[config.mk]
export PLATFORM = sky130hd
export DESIGN_NAME = fi_trigger_seq
export DESIGN_NICKNAME = d
export VERILOG_FILES = /design/src/rtl/fitseq_pkg.sv /design/src/rtl/fitseq_fall.sv /design/src/rtl/fitseq_lfsr.sv /design/src/rtl/fitseq_pick.sv /design/src/rtl/fi_trigger_seq.sv
export SDC_FILE = /design/constraint.sdc
export NUM_CORES = 1
export LEC_CHECK = 0
export BUFFER_PORTS_ARGS = -buffer_cell sky130_fd_sc_hd__buf_2
export CAP_MARGIN = 20
export CORE_MARGIN = 2
export CORE_UTILIZATION = 59
export DETAILED_ROUTE_END_ITERATION = 16
export PLACE_DENSITY = 0.87
export SYNTH_ARGS = -nofsm -noshare
export SYNTH_HDL_FRONTEND = slang
export SYNTH_HIERARCHICAL = 1
export SYNTH_SLANG_ARGS = --single-unit
[constraint.sdc]
create_clock -name clk -period 4.75 [get_ports clk]
set_input_delay 0.7125 -clock clk [delete_from_list [all_inputs] [get_ports clk]]
set_output_delay 0.7125 -clock clk [all_outputs]
set_load 0.02 [all_outputs]
[src/rtl/fitseq_pkg.sv]
package fitseq_pkg;
  typedef enum logic [2:0] {
    ST_IDLE, ST_HOLD, ST_BLANK, ST_ARM, ST_WIN, ST_DONE
  } seq_st_t;

  localparam int unsigned RNG_W    = 16;
  localparam int unsigned PWR_W    = 7;
  localparam int unsigned PWR_MIN  = 10;
  localparam int unsigned PWR_SPAN = 91;

  // one step of the 16-bit pseudo-random sequence
  function automatic logic [RNG_W-1:0] rng_step(input logic [RNG_W-1:0] v);
    return {v[14:0], v[15] ^ v[13] ^ v[12] ^ v[10]};
  endfunction

  function automatic int unsigned max2(input int unsigned a, input int unsigned b);
    return (a > b) ? a : b;
  endfunction
endpackage

[src/rtl/fitseq_fall.sv]
module fitseq_fall #(
  parameter int unsigned STAGES = 2
) (
  input  logic clk,
  input  logic rst,
  input  logic din,
  output logic fall
);
  // STAGES synchronizer flops plus one history flop
  logic [STAGES:0] sh;

  always_ff @(posedge clk) begin
    if (rst) sh <= '1;
    else     sh <= {sh[STAGES-1:0], din};
  end

  assign fall = sh[STAGES] & ~sh[STAGES-1];
endmodule

[src/rtl/fitseq_lfsr.sv]
module fitseq_lfsr
  import fitseq_pkg::*;
#(
  parameter logic [15:0] SEED = 16'hACE1
) (
  input  logic             clk,
  input  logic             rst,
  input  logic             step,
  output logic [RNG_W-1:0] value
);
  localparam logic [RNG_W-1:0] START = (SEED == '0) ? RNG_W'(1) : SEED;

  always_ff @(posedge clk) begin
    if (rst)       value <= START;
    else if (step) value <= rng_step(value);
  end
endmodule

[src/rtl/fitseq_pick.sv]
module fitseq_pick
  import fitseq_pkg::*;
#(
  parameter int unsigned WIN_CYC = 1000,
  parameter int unsigned OW      = 10
) (
  input  logic [RNG_W-1:0] v,
  output logic [OW-1:0]    off,
  output logic [PWR_W-1:0] pwr
);
  localparam int unsigned PRW = RNG_W + OW;
  localparam int unsigned PMW = PWR_W + 7;

  logic [PRW-1:0] prod;
  logic [PMW-1:0] pm;

  // scale into 0..WIN_CYC-2 with a multiply and shift, no divider
  assign prod = PRW'(v) * PRW'(WIN_CYC - 1);
  assign off  = OW'(prod >> RNG_W);

  // map 0..127 onto 10..100
  assign pm  = PMW'(v[6:0]) * PMW'(PWR_SPAN);
  assign pwr = PWR_W'(PWR_MIN) + pm[PMW-1:7];
endmodule

[src/rtl/fi_trigger_seq.sv]
module fi_trigger_seq
  import fitseq_pkg::*;
#(
  parameter int unsigned HOLD_CYC  = 100_000,
  parameter int unsigned BLANK_CYC = 1_700_000,
  parameter int unsigned WIN_CYC   = 1000,
  parameter int unsigned TMO_CYC   = 8_000_000,
  parameter int unsigned SYNC_STG  = 2,
  parameter logic [15:0] SEED      = 16'hACE1
) (
  input  logic             clk,
  input  logic             rst,
  input  logic             run,
  input  logic             mon_line,
  output logic             tgt_rst_n,
  output logic             trig,
  output logic             glitch,
  output logic [PWR_W-1:0] pwr_code,
  output logic             done,
  output logic             tmo
);
  localparam int unsigned MAXC = max2(max2(HOLD_CYC, BLANK_CYC), max2(WIN_CYC, TMO_CYC));
  localparam int unsigned CW   = $clog2(MAXC) + 1;
  localparam int unsigned OW   = $clog2(WIN_CYC);

  seq_st_t          st;
  logic [CW-1:0]    cnt;
  logic [OW-1:0]    off_q;
  logic             fall;
  logic             open_win;
  logic [RNG_W-1:0] rnd;
  logic [OW-1:0]    off_d;
  logic [PWR_W-1:0] pwr_d;

  fitseq_fall #(.STAGES(SYNC_STG)) u_fall (
    .clk (clk), .rst (rst), .din (mon_line), .fall (fall)
  );

  assign open_win = (st == ST_ARM) && fall;

  fitseq_lfsr #(.SEED(SEED)) u_rng (
    .clk (clk), .rst (rst), .step (open_win), .value (rnd)
  );

  fitseq_pick #(.WIN_CYC(WIN_CYC), .OW(OW)) u_pick (
    .v (rnd), .off (off_d), .pwr (pwr_d)
  );

  always_ff @(posedge clk) begin
    if (rst) begin
      st        <= ST_IDLE;
      cnt       <= '0;
      off_q     <= '0;
      tgt_rst_n <= 1'b1;
      trig      <= 1'b0;
      glitch    <= 1'b0;
      pwr_code  <= '0;
      done      <= 1'b0;
      tmo       <= 1'b0;
    end else begin
      glitch <= 1'b0;
      done   <= 1'b0;
      tmo    <= 1'b0;
      case (st)
        ST_IDLE: begin
          if (run) begin
            st        <= ST_HOLD;
            cnt       <= '0;
            tgt_rst_n <= 1'b0;
          end
        end
        ST_HOLD: begin
          if (cnt == CW'(HOLD_CYC - 1)) begin
            st        <= ST_BLANK;
            cnt       <= '0;
            tgt_rst_n <= 1'b1;
          end else begin
            cnt <= cnt + 1'b1;
          end
        end
        ST_BLANK: begin
          if (cnt == CW'(BLANK_CYC - 1)) begin
            st  <= ST_ARM;
            cnt <= '0;
          end else begin
            cnt <= cnt + 1'b1;
          end
        end
        ST_ARM: begin
          if (fall) begin
            st       <= ST_WIN;
            cnt      <= '0;
            trig     <= 1'b1;
            off_q    <= off_d;
            pwr_code <= pwr_d;
          end else if (cnt == CW'(TMO_CYC - 1)) begin
            st   <= ST_DONE;
            done <= 1'b1;
            tmo  <= 1'b1;
          end else begin
            cnt <= cnt + 1'b1;
          end
        end
        ST_WIN: begin
          if (cnt == CW'(off_q)) glitch <= 1'b1;
          if (cnt == CW'(WIN_CYC - 1)) begin
            st   <= ST_DONE;
            trig <= 1'b0;
            done <= 1'b1;
          end else begin
            cnt <= cnt + 1'b1;
          end
        end
        ST_DONE: begin
          cnt <= '0;
          if (run) begin
            st        <= ST_HOLD;
            tgt_rst_n <= 1'b0;
          end else begin
            st <= ST_IDLE;
          end
        end
        default: st <= ST_IDLE;
      endcase
    end
  end
endmodule

Word level (Yosys, flattened, before mapping)
Cells that the tools add are included.

Output and inout bits: 12. Bits in registers: 68. Input port bits: 4.

Eq/ne operators: 19. Reductions and logical operators: 13. Bitwise logic cells: 7. $add $sub $neg: 2. Multipliers: 2. Multiplexer cells: 26.

Operator list (count): $mux W24 (6); $pmux W24 S6 (1); $mul A16 B10 Y26 const B (1); $add A24 B1 Y24 const B (1); $eq A24 B10 Y1 (1); $eq A24 B10 Y1 const B (1); $eq A24 B17 Y1 const B (1); $eq A24 B21 Y1 const B (1); $eq A24 B23 Y1 const B (1); $mux W3 (6); $pmux W3 S6 (1); $mul A7 B7 Y14 const B (1); $ne A2 B2 Y1 const B (6); $mux W1 (9); $add A4 B7 Y7 const A (1); $eq A3 B2 Y1 const B (2); $eq A3 B3 Y1 const B (2); $pmux W1 S2 (3); $reduce_and A3 Y1 (2); $reduce_bool A6 Y1 (1); $reduce_or A2 Y1 (3); $reduce_and A5 Y1 (1); $reduce_and A4 Y1 (1); $reduce_bool A2 Y1 (2); other kinds (10) (14).

Logic depth before layout (Yosys ltp)
Word-level depth: 4. Gate-level depth with buffers: 20.

By module
The synthesis kept the hierarchy.

Modules (own cells, without submodules): fitseq_pick (instances 1, cells each 470, area each 4471.8 um2, seq. area each 0.0 um2); fi_trigger_seq (instances 1, cells each 339, area each 2742.6 um2, seq. area each 980.9 um2); fitseq_lfsr (instances 1, cells each 55, area each 619.3 um2, seq. area each 320.3 um2); fitseq_fall (instances 1, cells each 7, area each 85.1 um2, seq. area each 60.1 um2).

Least setup slack after synthesis
No wires, ideal clock.

Path type: register -> register. Start point: register u_rng.value[2]. End point: register off_q[7]. Cell stages (with the launch flop): 19. Path slack: -410 ps. Clock period less this slack: 5160 ps. Arrival: 5090 ps. Buffers on the path: 0. Required time: 4680 ps. Cell sequence: dfxtp_1 fa_1 fa_1 fa_1 fa_1 inv_1 fa_1 inv_1 ha_1 a21o_1 a21o_1 a211o_1 a21oi_1 o211ai_1 a31o_2 a211oi_1 xnor2_1 nand2_1 a21oi_1.

Cells in the longest elaborated chain, start to end: 1.

RTL lines: start, declared (RTL line fitseq_lfsr.sv:9) `output logic [RNG_W-1:0] value`; start signal, assigned (RTL line fitseq_lfsr.sv:15) `else if (step) value <= rng_step(value);`; $mul A16 B10 Y26 (RTL line fitseq_pick.sv:18) `assign prod = PRW'(v) * PRW'(WIN_CYC - 1);`; net off_d[7] (RTL line fi_trigger_seq.sv:32) `logic [OW-1:0] off_d;`; end signal, assigned (RTL line fi_trigger_seq.sv:53) `off_q <= '0;`; end signal, assigned (RTL line fi_trigger_seq.sv:94) `off_q <= off_d;`; end, declared (RTL line fi_trigger_seq.sv:28) `logic [OW-1:0] off_q;`.

The timed path passes the listed nets, and every way through them passes these cells. A chain may end at the register's enable or synchronous reset.

Worst setup path after layout
Ends and elaborated chain as after synthesis.

==> key figures <==
Pwr
  – Pwr Density: 140 mW/mm2
  – Reg power frac: 45.6%
  – Leakage power figure: 4.20 nW
  – Net Sw Frac: 24.5%
  – Combinational power share: 3.4%
  – Int Power: 0.951 mW
  – Maximum vdd drop: 0.000263 V
  – Clock Power Share: 51.0%
  – Switch Pwr: 0.309 mW

Global routing
  – Initial antenna violation count: 0
  – Total gr overflow: 0
  – Vias in the first global route: 6504
  – Global-route usage over all layers: 27.2%
  – Global-route wire length before repair: 31.1 mm
  – Pin count of the biggest net entering global routing: 51

Yosys
  – Netlist cell types: 72
  – Asr flop ratio synth: 0%
  – Syn Nets: 1069
  – Main flop type after synthesis: dfxtp_1
  – Post-synthesis sequential area ratio: 17.2%
  – Synth top area share: 22.0%
  – Syn Area/Cell: 9.09 um2
  – Synthesized instance count: 871
  – Post-Synth XOR/XNOR Area: 4.72%
  – Cell taking the most area after synthesis: fa_1
  – Number of flops mapped to enable cells by yosys: 0
  – Largest family of logic cells by synthesized area: adder cells
  – Post-synthesis compound-gate area fraction: 9.31%
  – Ranking of synthesized cells by area: fa_1, dfxtp_1, ha_1
  – Post-synthesis simple-gate area fraction: 17.9%
  – Yosys Warn Count: 6
  – Post-Synth Adder-Cell Area: 39.0%
  – Area of the mapped netlist: 0.00792 mm2
  – Post-synthesis mux area share: 2.04%
  – Flop and latch count out of synthesis: 68

CTS
  – Sink Count: 68
  – Root Driver: clkbuf_16
  – CTS tree: built
  – Worst skew pair latency: 350 ps
  – Clock Tree Buf Depth: 2
  – H-tree depth: 3
  – Clock transition at path regs: 60 ps
  – TritonCTS Buffers: 9

STA
  – Final clock skew: 5.71 ps
  – F_max: 0.194 GHz
  – Slew Limit Fails: 0
  – WHS: 406 ps
  – Worst slew margin: 42.6%
  – Final setup vio count: 10
  – Worst slew pin tran: 858 ps
  – Post-layout min period: 5160 ps
  – Post-Route Setup TNS: -2710 ps
  – Unrepaired setup endpoints after global routing: yes
  – Period utilization: 109%
  – Final Hold Viols: 0
  – Final setup margin: -408 ps

Drt
  – Remaining DRCs: 0
  – Post-DRT Antenna Nets: 0
  – Drt total wl: 19.5 mm
  – Via count: 6545
  – DRT Pass-1 Iters: 5
  – DR vias/cell: 5.86
  – WL/cell: 17.5 um
  – DR iter-0 viols: 604

Final layout
  – Share of cells above drive strength 1: 18.1%
  – Multi-input gate area: 0.00591 mm2
  – # diodes: 0
  – Fin util: 68.1%
  – Filler Cells Inserted: 908
  – Area Growth Syn to Fin: 13.5%
  – Nets: 1134
  – Flip-flop and latch area: 0.00138 mm2

Floorplanning
  – I/O pin count: 16
  – Die Wd: 120 um
  – Chip Height: 120 um
  – Starting density of the core: 60.0%
  – Die ar.: 0.0144 mm2
  – Rows: 42
  – Core ar.: 0.0132 mm2

Placed design
  – I/O Buffers: 15
  – Hpwl dp: 14.0 mm
  – Final Wtd Congestion: 0.901

Setup path
  – Most common cell on crit path: fa_1
  – Endpoint class of the critical path: register
  – WP data required: 5020 ps
  – CP cell instances: fa_1, fa_1, fa_1, fa_1, inv_1, fa_1, inv_2, ha_4, a21o_1, a21o_1, a211o_1, a21oi_4, o211ai_1, a31o_2, a211oi_2, xnor2_1, nand2_1, a21oi_2
  – CP Data Arrival Time: 5430 ps
  – Critical setup path kind: register to register
  – Worst path max stage delay: 580 ps
  – Crit start category: register
  – CP max-delay cell: fa_1
  – Worst-path fanout max: 3

Run
  – Max cap viols: 0

Hold path
  – Min-delay worst type: register to register

Status
  – Status: complete, but fails checks
  – Failing checks: negative setup slack
[placed cells by master, fill, tap and decap left out, types with 4 or more instances in the layout]
cell,n
xnor2_1,18
nor2b_1,4
inv_1,148
nor4_1,5
dfxtp_4,4
mux2i_1,15
clkbuf_16,9
nand2_1,78
dfxtp_1,59
buf_4,64
a31oi_1,9
or2_1,5
dfxtp_2,5
and2_1,5
o211ai_1,9
ha_1,101
fa_1,86
and4_1,4
nor2_1,45
o21ai_0,11
a21oi_1,28
nand4_1,12
nand3_1,42
a211oi_2,4
a21o_1,9
buf_2,15
inv_2,8
a21oi_2,5
nor4_4,4
ha_4,4
nor3_1,16
o21ai_1,6
xor2_1,20
or3_1,5
[cell usage after synthesis, types with 5 or more instances]
cell type and number:
nand4_1 12, nand3_1 42, nor4_1 5, fa_1 87, and2_1 5, inv_1 157
a31oi_1 9, o21ai_0 13, a21o_1 9, xnor2_1 19, buf_2 13, or3_1 5
dfxtp_1 68, mux2i_1 15, ha_1 107, buf_6 6, clkbuf_1 6, a21oi_1 34
xor2_1 20, nand2_1 78, nor3_1 19, nor2_1 46, or2_1 5, o211ai_1 9
[routing by layer]
metal	GRT usage (%)	vias to the layer above	part of all wire (%)
met5	0	-	0
met4	7.79	0	3.1
met3	5.42	64	6.6
met2	47.7	300	50
met1	34.2	3165	40
li1	-	3016	-
[flip-flops by register name, indices dropped and copies added, names as in the netlist]
register and count:
cnt 24, done 1, glitch 1, off_q 10
pwr_code 7, st 3, tgt_rst_n 1, tmo 1
trig 1, u_fall/sh 3, u_rng/value 16
[power groups by stage]
stage          logic (mW)  registers, mW  clock network (mW)
5_1_grt            0.0455          0.575               0.674
4_1_cts            0.0411          0.574               0.644
6_report           0.0424          0.574               0.643
3_5_place_dp       0.0397          0.587                   0
2_1_floorplan      0.0338          0.586                   0
3_3_place_gp       0.0395          0.587                   0
[path summary, 6_finish.rpt]
kind | to | depth (start not counted) | slack (ps) | start
max | off_q[7]$_SDFFE_PP0P_ | 18 | -410 | u_rng/value[2]$_SDFFE_PP0P_
min | u_fall/sh[1]$_SDFF_PP1_ | 1 | 410 | u_fall/sh[0]$_SDFF_PP1_
max reg2reg | off_q[7]$_SDFFE_PP0P_ | 18 | -410 | u_rng/value[2]$_SDFFE_PP0P_
min reg2reg | u_fall/sh[1]$_SDFF_PP1_ | 1 | 410 | u_fall/sh[0]$_SDFF_PP1_
[worst max-delay path: cells and delay by family (launching register included)]
family,cells,cell delay [ps]
XOR/XNOR,1,140
adder cells (fa/ha/maj),6,2810
flip-flops,1,360
AO/OA/AOI/OAI,8,1610
AND/OR/NAND/NOR,1,80
buffers and inverters,2,100
[what timing repair did]
item | CTS | global route
hold buffers | 0 | 0
hold endpoints to repair | 0 | 0
buffers inserted | 4 | 4
setup endpoints to repair | 9 | 12
cloned | 0 | 0
resized for setup | 8 | 25
pin swaps | 19 | 22
[cell type report]
cell class | instances | share of cell area [%]
clock buffers | 11 | 2.70
inverters | 158 | 6.63
clock inverters | 5 | 0.390
well taps | 176 | 2.45
repair buffers | 82 | 6.65
multi-input cells | 617 | 65.8
flip-flops and latches | 68 | 15.4
[kinds of logic (layout without fill, tap and decap cells)]
group	count (synthesis)	count (layout)
AOI/OAI and AO/OA	104	104
xor gates and xnor gates	41	41
adders and majority gates	195	195
buffers and inverters	186	256
DFF	68	68
muxes	16	16
and+or+nand+nor	261	261
[through the flow]
step                      setup slack [ps]  area (um2)  power (mW)  instances
final                                 -408        8990        1.26       1117
after global routing                  -531        8990        1.29       1117
after CTS                             -332        8850        1.26       1113
after detailed placement              -359        8500       0.627       1093
after global placement                -213        8500       0.626       1093
after floorplan                      -64.4        7950       0.620        871
Power figures use the tool's default switching activity.
